--- config.mk ---
export PLATFORM = sky130hd
export DESIGN_NAME = xbus_ctrl
export DESIGN_NICKNAME = d
export VERILOG_FILES = /design/src/rtl/xbus_pkg.sv /design/src/rtl/xbus_waitgen.sv /design/src/rtl/xbus_seq.sv /design/src/rtl/xbus_pins.sv /design/src/rtl/xbus_ctrl.sv
export SDC_FILE = /design/constraint.sdc
export NUM_CORES = 1
export LEC_CHECK = 0
export CORE_ASPECT_RATIO = 1.5
export CORE_MARGIN = 3
export CORE_UTILIZATION = 40
export DETAILED_ROUTE_END_ITERATION = 12
export MAX_ROUTING_LAYER = met4
export PLACE_DENSITY = 0.82
export SLEW_MARGIN = 25
export SYNTH_ARGS = -nofsm -noshare
export SYNTH_HDL_FRONTEND = slang
export SYNTH_HIERARCHICAL = 1
export SYNTH_SLANG_ARGS = --single-unit
export TNS_END_PERCENT = 30
--- constraint.sdc ---
create_clock -name clk -period 5.63 [get_ports clk]
set_clock_uncertainty 0.2 [all_clocks]
set_input_delay 0.563 -clock clk [delete_from_list [all_inputs] [get_ports clk]]
set_output_delay 0.563 -clock clk [all_outputs]
set_load 0.005 [all_outputs]
--- src/rtl/xbus_pkg.sv ---
package xbus_pkg;
   typedef enum logic [1:0] {
      PH_IDLE   = 2'd0,
      PH_SETUP  = 2'd1,
      PH_STROBE = 2'd2,
      PH_HOLD   = 2'd3
   } xbus_phase_e;

   typedef enum logic {
      SPACE_DATA = 1'b0,
      SPACE_PROG = 1'b1
   } xbus_space_e;
endpackage

--- src/rtl/xbus_waitgen.sv ---
module xbus_waitgen #(
   parameter int CFG_W   = 2,
   parameter int WS_STEP = 4,
   parameter int CNT_W   = 4
) (
   input  logic             clk,
   input  logic             rst_n,
   input  logic             load,
   input  logic             step,
   input  logic [CFG_W-1:0] cfg,
   output logic             last
);
   localparam bit STEP_POW2 = ((WS_STEP & (WS_STEP - 1)) == 0);
   localparam int SHIFT     = (WS_STEP > 1) ? $clog2(WS_STEP) : 0;

   logic [CNT_W-1:0] ws_val;
   logic [CNT_W-1:0] cnt_q;

   // wait-state decode: shift when the step is a power of two, else multiply
   generate
      if (STEP_POW2) begin : g_shift
         assign ws_val = CNT_W'(cfg) << SHIFT;
      end else begin : g_mult
         assign ws_val = CNT_W'(int'(cfg) * WS_STEP);
      end
   endgenerate

   always_ff @(posedge clk or negedge rst_n) begin
      if (!rst_n) begin
         cnt_q <= '0;
      end else if (load) begin
         cnt_q <= ws_val;
      end else if (step && (cnt_q != '0)) begin
         cnt_q <= cnt_q - 1'b1;
      end
   end

   assign last = (cnt_q == '0);

   AST_WAIT_DESCENDS: assert property (@(posedge clk) disable iff (!rst_n)
      (step && !load && !last) |=> (cnt_q < $past(cnt_q)));
endmodule

--- src/rtl/xbus_seq.sv ---
module xbus_seq
   import xbus_pkg::*;
#(
   parameter int AW      = 16,
   parameter int DW      = 16,
   parameter int CFG_W   = 2,
   parameter int WS_STEP = 4,
   parameter int CNT_W   = 4
) (
   input  logic             clk,
   input  logic             rst_n,
   input  logic             req,
   input  logic             we,
   input  logic             space,
   input  logic [AW-1:0]    addr,
   input  logic [DW-1:0]    wdata,
   input  logic [CFG_W-1:0] cfg,
   input  logic             wait_last,
   output xbus_phase_e      phase,
   output logic             acc_we,
   output xbus_space_e      acc_space,
   output logic [AW-1:0]    acc_addr,
   output logic [DW-1:0]    acc_wdata,
   output logic [CFG_W-1:0] acc_cfg,
   output logic             ready
);
   xbus_phase_e phase_q;
   logic        accept;

   assign accept = (phase_q == PH_IDLE) && req && !ready;

   always_ff @(posedge clk or negedge rst_n) begin
      if (!rst_n) begin
         phase_q   <= PH_IDLE;
         acc_we    <= 1'b0;
         acc_space <= SPACE_DATA;
         acc_addr  <= '0;
         acc_wdata <= '0;
         acc_cfg   <= '0;
         ready     <= 1'b0;
      end else begin
         ready <= 1'b0;
         unique case (phase_q)
            PH_IDLE: begin
               if (accept) begin
                  acc_we    <= we;
                  acc_space <= xbus_space_e'(space);
                  acc_addr  <= addr;
                  acc_wdata <= wdata;
                  acc_cfg   <= cfg;
                  phase_q   <= PH_SETUP;
               end
            end
            PH_SETUP:  phase_q <= PH_STROBE;
            PH_STROBE: if (wait_last) phase_q <= PH_HOLD;
            PH_HOLD: begin
               phase_q <= PH_IDLE;
               ready   <= 1'b1;
            end
            default:   phase_q <= PH_IDLE;
         endcase
      end
   end

   assign phase = phase_q;

   // strobe-length checker, counted independently of the wait counter
   logic [CNT_W:0] chk_len;
   logic [CNT_W:0] exp_len;

   always_ff @(posedge clk or negedge rst_n) begin
      if (!rst_n)                    chk_len <= '0;
      else if (phase_q == PH_STROBE) chk_len <= chk_len + 1'b1;
      else                           chk_len <= '0;
   end

   assign exp_len = (CNT_W+1)'(int'(acc_cfg) * WS_STEP + 1);

   AST_STROBE_WIDTH: assert property (@(posedge clk) disable iff (!rst_n)
      (phase_q == PH_HOLD) |-> (chk_len == exp_len));
   AST_READY_PULSE: assert property (@(posedge clk) disable iff (!rst_n)
      ready |=> !ready);
   AST_LATCH_FROZEN: assert property (@(posedge clk) disable iff (!rst_n)
      (phase_q != PH_IDLE) |=> ($stable(acc_addr) && $stable(acc_wdata) && $stable(acc_cfg)));
   AST_CFG_STICKY: assert property (@(posedge clk) disable iff (!rst_n)
      (phase_q == PH_STROBE) |=> $stable(acc_cfg));
endmodule

--- src/rtl/xbus_pins.sv ---
module xbus_pins
   import xbus_pkg::*;
#(
   parameter int AW       = 16,
   parameter int DW       = 16,
   parameter bit WR_EARLY = 1'b1
) (
   input  logic          clk,
   input  logic          rst_n,
   input  xbus_phase_e   phase,
   input  logic          acc_we,
   input  xbus_space_e   acc_space,
   input  logic [AW-1:0] acc_addr,
   input  logic [DW-1:0] acc_wdata,
   input  logic          wait_last,
   input  logic [DW-1:0] dq_i,
   output logic [AW-1:0] bus_addr,
   output logic          bus_prog_n,
   output logic          bus_data_n,
   output logic          bus_rd_n,
   output logic          bus_wr_n,
   output logic [DW-1:0] dq_o,
   output logic          dq_oe,
   output logic [DW-1:0] rdata
);
   logic active;
   logic strobe;

   assign active     = (phase != PH_IDLE);
   assign strobe     = (phase == PH_STROBE);
   assign bus_addr   = acc_addr;
   assign bus_prog_n = !(active && (acc_space == SPACE_PROG));
   assign bus_data_n = !(active && (acc_space == SPACE_DATA));
   assign bus_rd_n   = !(strobe && !acc_we);
   assign bus_wr_n   = !(strobe && acc_we);
   assign dq_o       = acc_wdata;

   generate
      if (WR_EARLY) begin : g_drive_from_setup
         assign dq_oe = acc_we && active;
      end else begin : g_drive_from_strobe
         assign dq_oe = acc_we && (strobe || (phase == PH_HOLD));
      end
   endgenerate

   // capture on the edge where the read enable returns high
   always_ff @(posedge clk or negedge rst_n) begin
      if (!rst_n) begin
         rdata <= '0;
      end else if (strobe && !acc_we && wait_last) begin
         rdata <= dq_i;
      end
   end

   logic sel_low;
   assign sel_low = !bus_prog_n || !bus_data_n;

   AST_RW_EXCL: assert property (@(posedge clk) disable iff (!rst_n)
      !(!bus_rd_n && !bus_wr_n));
   AST_ONE_SPACE: assert property (@(posedge clk) disable iff (!rst_n)
      !(!bus_prog_n && !bus_data_n));
   AST_IDLE_HIZ: assert property (@(posedge clk) disable iff (!rst_n)
      !sel_low |-> !dq_oe);
   AST_RD_INPUT: assert property (@(posedge clk) disable iff (!rst_n)
      !bus_rd_n |-> !dq_oe);
   AST_WR_DRIVES: assert property (@(posedge clk) disable iff (!rst_n)
      !bus_wr_n |-> dq_oe);
   AST_SETUP_FIRST: assert property (@(posedge clk) disable iff (!rst_n)
      ($fell(bus_rd_n) || $fell(bus_wr_n)) |-> $past(sel_low));
   AST_HOLD_AFTER: assert property (@(posedge clk) disable iff (!rst_n)
      ($rose(bus_rd_n) || $rose(bus_wr_n)) |-> sel_low);
   AST_ADDR_STABLE: assert property (@(posedge clk) disable iff (!rst_n)
      (sel_low && $past(sel_low)) |-> $stable(bus_addr));
endmodule

--- src/rtl/xbus_ctrl.sv ---
module xbus_ctrl
   import xbus_pkg::*;
#(
   parameter int AW       = 16,
   parameter int DW       = 16,
   parameter int CFG_W    = 2,
   parameter int WS_STEP  = 4,
   parameter bit WR_EARLY = 1'b1
) (
   input  logic             clk,
   input  logic             rst_n,
   input  logic [CFG_W-1:0] cfg_ws,
   input  logic             core_req,
   input  logic             core_we,
   input  logic             core_space,
   input  logic [AW-1:0]    core_addr,
   input  logic [DW-1:0]    core_wdata,
   output logic             core_ready,
   output logic [DW-1:0]    core_rdata,
   output logic [AW-1:0]    bus_addr,
   output logic             bus_prog_n,
   output logic             bus_data_n,
   output logic             bus_rd_n,
   output logic             bus_wr_n,
   output logic [DW-1:0]    bus_dq_o,
   output logic             bus_dq_oe,
   input  logic [DW-1:0]    bus_dq_i
);
   localparam int MAX_WS = WS_STEP * ((1 << CFG_W) - 1);
   localparam int CNT_W  = (MAX_WS > 0) ? $clog2(MAX_WS + 1) : 1;

   generate
      if (AW < 1 || DW < 1) begin : g_bad_width
         $error("xbus_ctrl: address and data widths must be positive");
      end
      if (CFG_W < 1 || CFG_W > 4) begin : g_bad_cfg
         $error("xbus_ctrl: CFG_W must be 1..4");
      end
      if (WS_STEP < 1) begin : g_bad_step
         $error("xbus_ctrl: WS_STEP must be positive");
      end
   endgenerate

   xbus_phase_e      phase;
   logic             acc_we;
   xbus_space_e      acc_space;
   logic [AW-1:0]    acc_addr;
   logic [DW-1:0]    acc_wdata;
   logic [CFG_W-1:0] acc_cfg;
   logic             wait_last;

   xbus_seq #(
      .AW(AW), .DW(DW), .CFG_W(CFG_W), .WS_STEP(WS_STEP), .CNT_W(CNT_W)
   ) u_seq (
      .clk       (clk),
      .rst_n     (rst_n),
      .req       (core_req),
      .we        (core_we),
      .space     (core_space),
      .addr      (core_addr),
      .wdata     (core_wdata),
      .cfg       (cfg_ws),
      .wait_last (wait_last),
      .phase     (phase),
      .acc_we    (acc_we),
      .acc_space (acc_space),
      .acc_addr  (acc_addr),
      .acc_wdata (acc_wdata),
      .acc_cfg   (acc_cfg),
      .ready     (core_ready)
   );

   xbus_waitgen #(
      .CFG_W(CFG_W), .WS_STEP(WS_STEP), .CNT_W(CNT_W)
   ) u_wait (
      .clk   (clk),
      .rst_n (rst_n),
      .load  (phase == PH_SETUP),
      .step  (phase == PH_STROBE),
      .cfg   (acc_cfg),
      .last  (wait_last)
   );

   xbus_pins #(
      .AW(AW), .DW(DW), .WR_EARLY(WR_EARLY)
   ) u_pins (
      .clk        (clk),
      .rst_n      (rst_n),
      .phase      (phase),
      .acc_we     (acc_we),
      .acc_space  (acc_space),
      .acc_addr   (acc_addr),
      .acc_wdata  (acc_wdata),
      .wait_last  (wait_last),
      .dq_i       (bus_dq_i),
      .bus_addr   (bus_addr),
      .bus_prog_n (bus_prog_n),
      .bus_data_n (bus_data_n),
      .bus_rd_n   (bus_rd_n),
      .bus_wr_n   (bus_wr_n),
      .dq_o       (bus_dq_o),
      .dq_oe      (bus_dq_oe),
      .rdata      (core_rdata)
   );

   AST_READY_IDLE: assert property (@(posedge clk) disable iff (!rst_n)
      core_ready |-> (bus_prog_n && bus_data_n && !bus_dq_oe));
endmodule

-- Word-level counts from Yosys, hierarchy flattened
Cells that the tools add are included.
- bits in registers: 59
- latch bits: 0
- bits in writable memories: 0
- ROM bits: 0
- input bits: 55
- logic and storage cells: 44
- memories: 0
- add/sub/neg operators: 1
- multiply operators: 0
- divide/modulo/power cells: 0
- magnitude comparators: 0
- equal/unequal tests: 5
- shift operators: 0
- mux-type cells: 6
- bitwise operators: 1
- reduce and logical (&&, ||, !) cells: 22
- operators by type and width (operator ; count):
    logical AND 1 bit ; 9
    two-way mux 4 bit ; 2
    one-hot mux 2 bit (4 select lines) ; 1
    zero test 1 bit ; 6
    equality test 2 bit, second input constant ; 2
    zero test 4 bit ; 1
    two-way mux 2 bit ; 2
    != test 2 x 1 -> 1 bit, second input constant ; 2
    AND reduction 2 bit ; 2
    nonzero test 2 bit ; 2
    nonzero test 4 bit ; 1
    subtractor 4 x 1 -> 4 bit, second input constant ; 1
    equality test 2 x 1 -> 1 bit, second input constant ; 1
    zero test 2 bit ; 1
    two-way mux 1 bit ; 1
    NOT 1 bit ; 1

-- Depth between registers and ports, before layout
- depth in word-level cells: 5
- depth in mapped cells: 7
- mapped depth without buffers: 6

-- Cells and area by module
The synthesis kept the hierarchy.
- modules (own cells, without submodules) (module ; times used ; cells an instance ; area each (um^2)):
    xbus_seq ; 1 ; 93 ; 1675.4
    xbus_pins ; 1 ; 72 ; 938.4
    xbus_waitgen ; 1 ; 25 ; 231.5
    xbus_ctrl ; 1 ; 2 ; 15.0

-- Worst setup path after synthesis
No wires, ideal clock.
- path type: reg2reg
- from: register u_wait.cnt_q[0]
- to: register u_pins.rdata[0]
- arrival time: 1.682 ns
- required time: 5.305 ns
- path slack: 3.623 ns
- stages on the path, launching flop included: 8
- buffers on the path: 2
- cells stage by stage: dfrtp_1 -> inv_1 -> ha_1 -> nor3b_1 -> and4bb_1 -> buf_6 -> buf_12 -> mux2_4
- cells in the longest elaborated chain, start to end: 2
- RTL lines (what ; RTL line ; source):
    start, declared ; xbus_waitgen.sv:17 ; logic [CNT_W-1:0] cnt_q;
    start signal, assigned ; xbus_waitgen.sv:32 ; cnt_q <= ws_val;
    start signal, assigned ; xbus_waitgen.sv:34 ; cnt_q <= cnt_q - 1'b1;
    zero test 4 bit ; xbus_waitgen.sv:38 ; assign last = (cnt_q == '0);
    net wait_last ; xbus_ctrl.sv:50 ; logic wait_last;
    logical AND 1 bit ; xbus_pins.sv:50 ; end else if (strobe && !acc_we && wait_last) begin
    end signal, assigned ; xbus_pins.sv:51 ; rdata <= dq_i;
    end, declared ; xbus_pins.sv:24 ; output logic [DW-1:0] rdata
The timed path passes the listed nets, and every way through them passes these cells.
A chain may end at the register's enable or synchronous reset.

-- Worst setup path after layout
- from: register u_wait.cnt_q[0]
- to: register u_pins.rdata[5]
Same word-level chain as after synthesis.

==> metrics.csv <==
metric;value;unit
Synth top area share;51.62;%
CTS tree;built;
most frequent cell after synthesis;dfrtp_1;
clock-pin transition on the worst setup and hold timing paths;60;ps
vias post-DR;1695;
top cells by area, synth;dfrtp_1 52%, mux2_4 21%, buf_4 8.4%;
Final ANT Viol Nets;0;
DR DRC count;0;
fmax;376.1;MHz
Worst Hold Class;in -> async;
dpl ws;2924;ps
Mapped Nets;252;
clk buf depth;2;
IO buf count;108;
Slew @ Worst Pin;923.4;ps
EDFF count, synth;0;
Reg2Reg Launch Point;u_wait/cnt_q[0]$_DFFE_PN0P_;
final worst path period share;47.22;%
post-synthesis async set-or-reset flop share;100.0;%
1st-iter DRT viols;60;
Syn. warnings;6;
Fin. Hold Viols;0;
Seq cells post-synth;59;
Nets;335;
Finished Cell Area;3866;um2
io pins;109;
dominant synthesized flop cell;dfrtp_1;
root buffer cell;clkbuf_8;
worst-skew pair later-pin latency;330;ps
placed inst area;3706;um2
Overall Power;2.123;mW
Die Wd;75.05;um
crit path kind;reg -> reg;
Final HPWL DP;4.106;mm
r2r setup slk;2970;ps
post-CTS setup buffer count;0;
status;complete, no violations;
Cells after Synth;192;
via count of the first global-routing pass;1787;
endpoint type of the worst setup path;flop;
CP required;5640;ps
share of cells above drive strength 1;26.16;%
crit path DAT;2660;ps
fin. max-slew vios;0;
pwr dens;549.2;nW/um2
top post-synthesis cells by count;59 x dfrtp_1, 40 x mux2_4, 32 x buf_4, 15 x mux2_2;
capturing point of the worst reg2reg path;u_pins/rdata[5]$_DFFE_PN0P_;
leak pwr;1.751;nW
CTS H-tree depth;3;
max cap viols;0;
GRT overflow;0;
setup TNS;0;ps
CTS Buf Count;9;
Period minus WS final;2659;ps
Rel. slew slack;38.44;%
pin count of the biggest net entering global routing;60;
core area;6898;um2
Cell Area, Synth;2860;um2
first-pass iteration count of the detailed router;4;
vias per inst;4.748;
Syn Area/Cell;14.90;um2
number of setup violations in the final report;0;
initial antenna violation count;0;
post-synthesis sequential area ratio;51.62;%
wire per inst;16.10;um
die height;109.6;um
Final Hold Slack;181.4;ps
total track usage;15.13;%
first-pass GRT wire length;8.838;mm
diodes inserted;0;
r2r worst-path depth;5;
FP Rows;37;
area leader, netlist;dfrtp_1;
Critical Path Fanout Max;16;
number of clock sinks;59;
Peak VDD IR;0.2808;mV
WL final;5.749;mm
setup slack after layout;2971;ps
die area;8222;um2
GPL Wtd Cong;0.7271;
startpoint types;flop;
RSZ-0062 raised after global routing;no;
CTS Hold Buffers Added;0;
Area Overhead vs Synth;35.17;%
starting density of the core;41.47;%
post_cts resized;0;
fillcell total;562;
Netlist cell types;25;
==> per-layer routing <==
layer  GRT usage (%)  share of wire [%]  up-vias  routed length [um]
met5               -                  0        -                   0
li1                -                  -      788                   -
met2           24.50                 52       64                2979
met3           4.117                5.5        8                 316
met4           6.489                1.5        0                  85
met1           17.35                 41      835                2369
==> per-stage QoR <==
stage | instances | utilization, %
after global routing | 357 | 56.05
after floorplan | 192 | -
after detailed placement | 342 | 53.73
after CTS | 357 | 56.05
final | 357 | 56.05
after global placement | 342 | 53.73
==> cell type report <==
type | count | area [um2] | share of cell area, %
sequential | 59 | 1476 | 38.19
timing repair buffer | 110 | 1091 | 28.22
multi-input combinational | 91 | 1026 | 26.54
clock buffer | 12 | 145.1 | 3.754
tap | 78 | 97.59 | 2.524
clock inverter | 3 | 15.01 | 0.3883
inverter | 4 | 15.01 | 0.3883
==> flip-flops by register name, indices dropped and copies added (netlist names) <==
register	count
u_seq/acc_wdata	16
u_seq/acc_we	1
u_seq/phase	2
u_seq/acc_addr	16
u_pins/rdata	16
u_wait/cnt_q	4
u_seq/acc_cfg	2
u_seq/acc_space	1
u_seq/ready	1
==> layout by cell type (no fill, tap or decap), drive strengths merged <==
master         netlist  final
clkdlybuf4s50        0    107
dfrtp               59     59
mux2                55     55
clkbuf               0     12
nor2                 5      5
ha                   5      5
nor2b                4      4
inv                  4      4
a21oi                4      4
clkinv               0      3
nand2                3      3
buf                 38      3
nand3b               2      2
o21ai                2      2
and2b                1      1
o21a                 1      1
or3b                 1      1
o21bai               1      1
and4bb               1      1
nand2b               1      1
a2bb2oi              1      1
nor3b                1      1
or4b                 1      1
or3                  1      1
and4b                1      1
==> power by group <==
group	leakage, nW	total (mW)	internal, mW	switching (mW)
Sequential	0.700	0.791	0.644	0.147
Clock	0.0860	0.315	0.167	0.148
Combinational	0.965	1.02	0.723	0.294
==> worst max-delay path by stage <==
stage                                            from                     endpoint  slack [ps]  cells past startpoint
after detailed placement  u_wait/cnt_q[0]$_DFFE_PN0P_  u_pins/rdata[3]$_DFFE_PN0P_        2920                      5
after global placement    u_wait/cnt_q[0]$_DFFE_PN0P_  u_pins/rdata[3]$_DFFE_PN0P_        2970                      5
after CTS                 u_wait/cnt_q[0]$_DFFE_PN0P_  u_pins/rdata[5]$_DFFE_PN0P_        2920                      5
after floorplan           u_wait/cnt_q[0]$_DFFE_PN0P_  u_pins/rdata[0]$_DFFE_PN0P_        3620                      7
after global routing      u_wait/cnt_q[0]$_DFFE_PN0P_  u_pins/rdata[5]$_DFFE_PN0P_        2750                      5
final                     u_wait/cnt_q[0]$_DFFE_PN0P_  u_pins/rdata[5]$_DFFE_PN0P_        2970                      5
==> logic make-up (layout without fill, tap and decap cells) <==
| family | Yosys count | after routing | share of synthesized area, % |
|---|---|---|---|
| AOI/OAI and AO/OA | 9 | 9 | 1.881 |
| adders and majority gates | 5 | 5 | 2.187 |
| buffers and inverters | 42 | 129 | 12.51 |
| DFF | 59 | 59 | 51.62 |
| muxes | 55 | 55 | 26.90 |
| and+or+nand+nor | 22 | 22 | 4.900 |
==> critical path: stages, from the launching register on <==
cell	delay, ps
dfrtp_1	390
inv_1	80
ha_1	190
nor3b_1	380
and4bb_1	880
mux2_2	420
No activity file was read; power rests on OpenSTA's default activity.
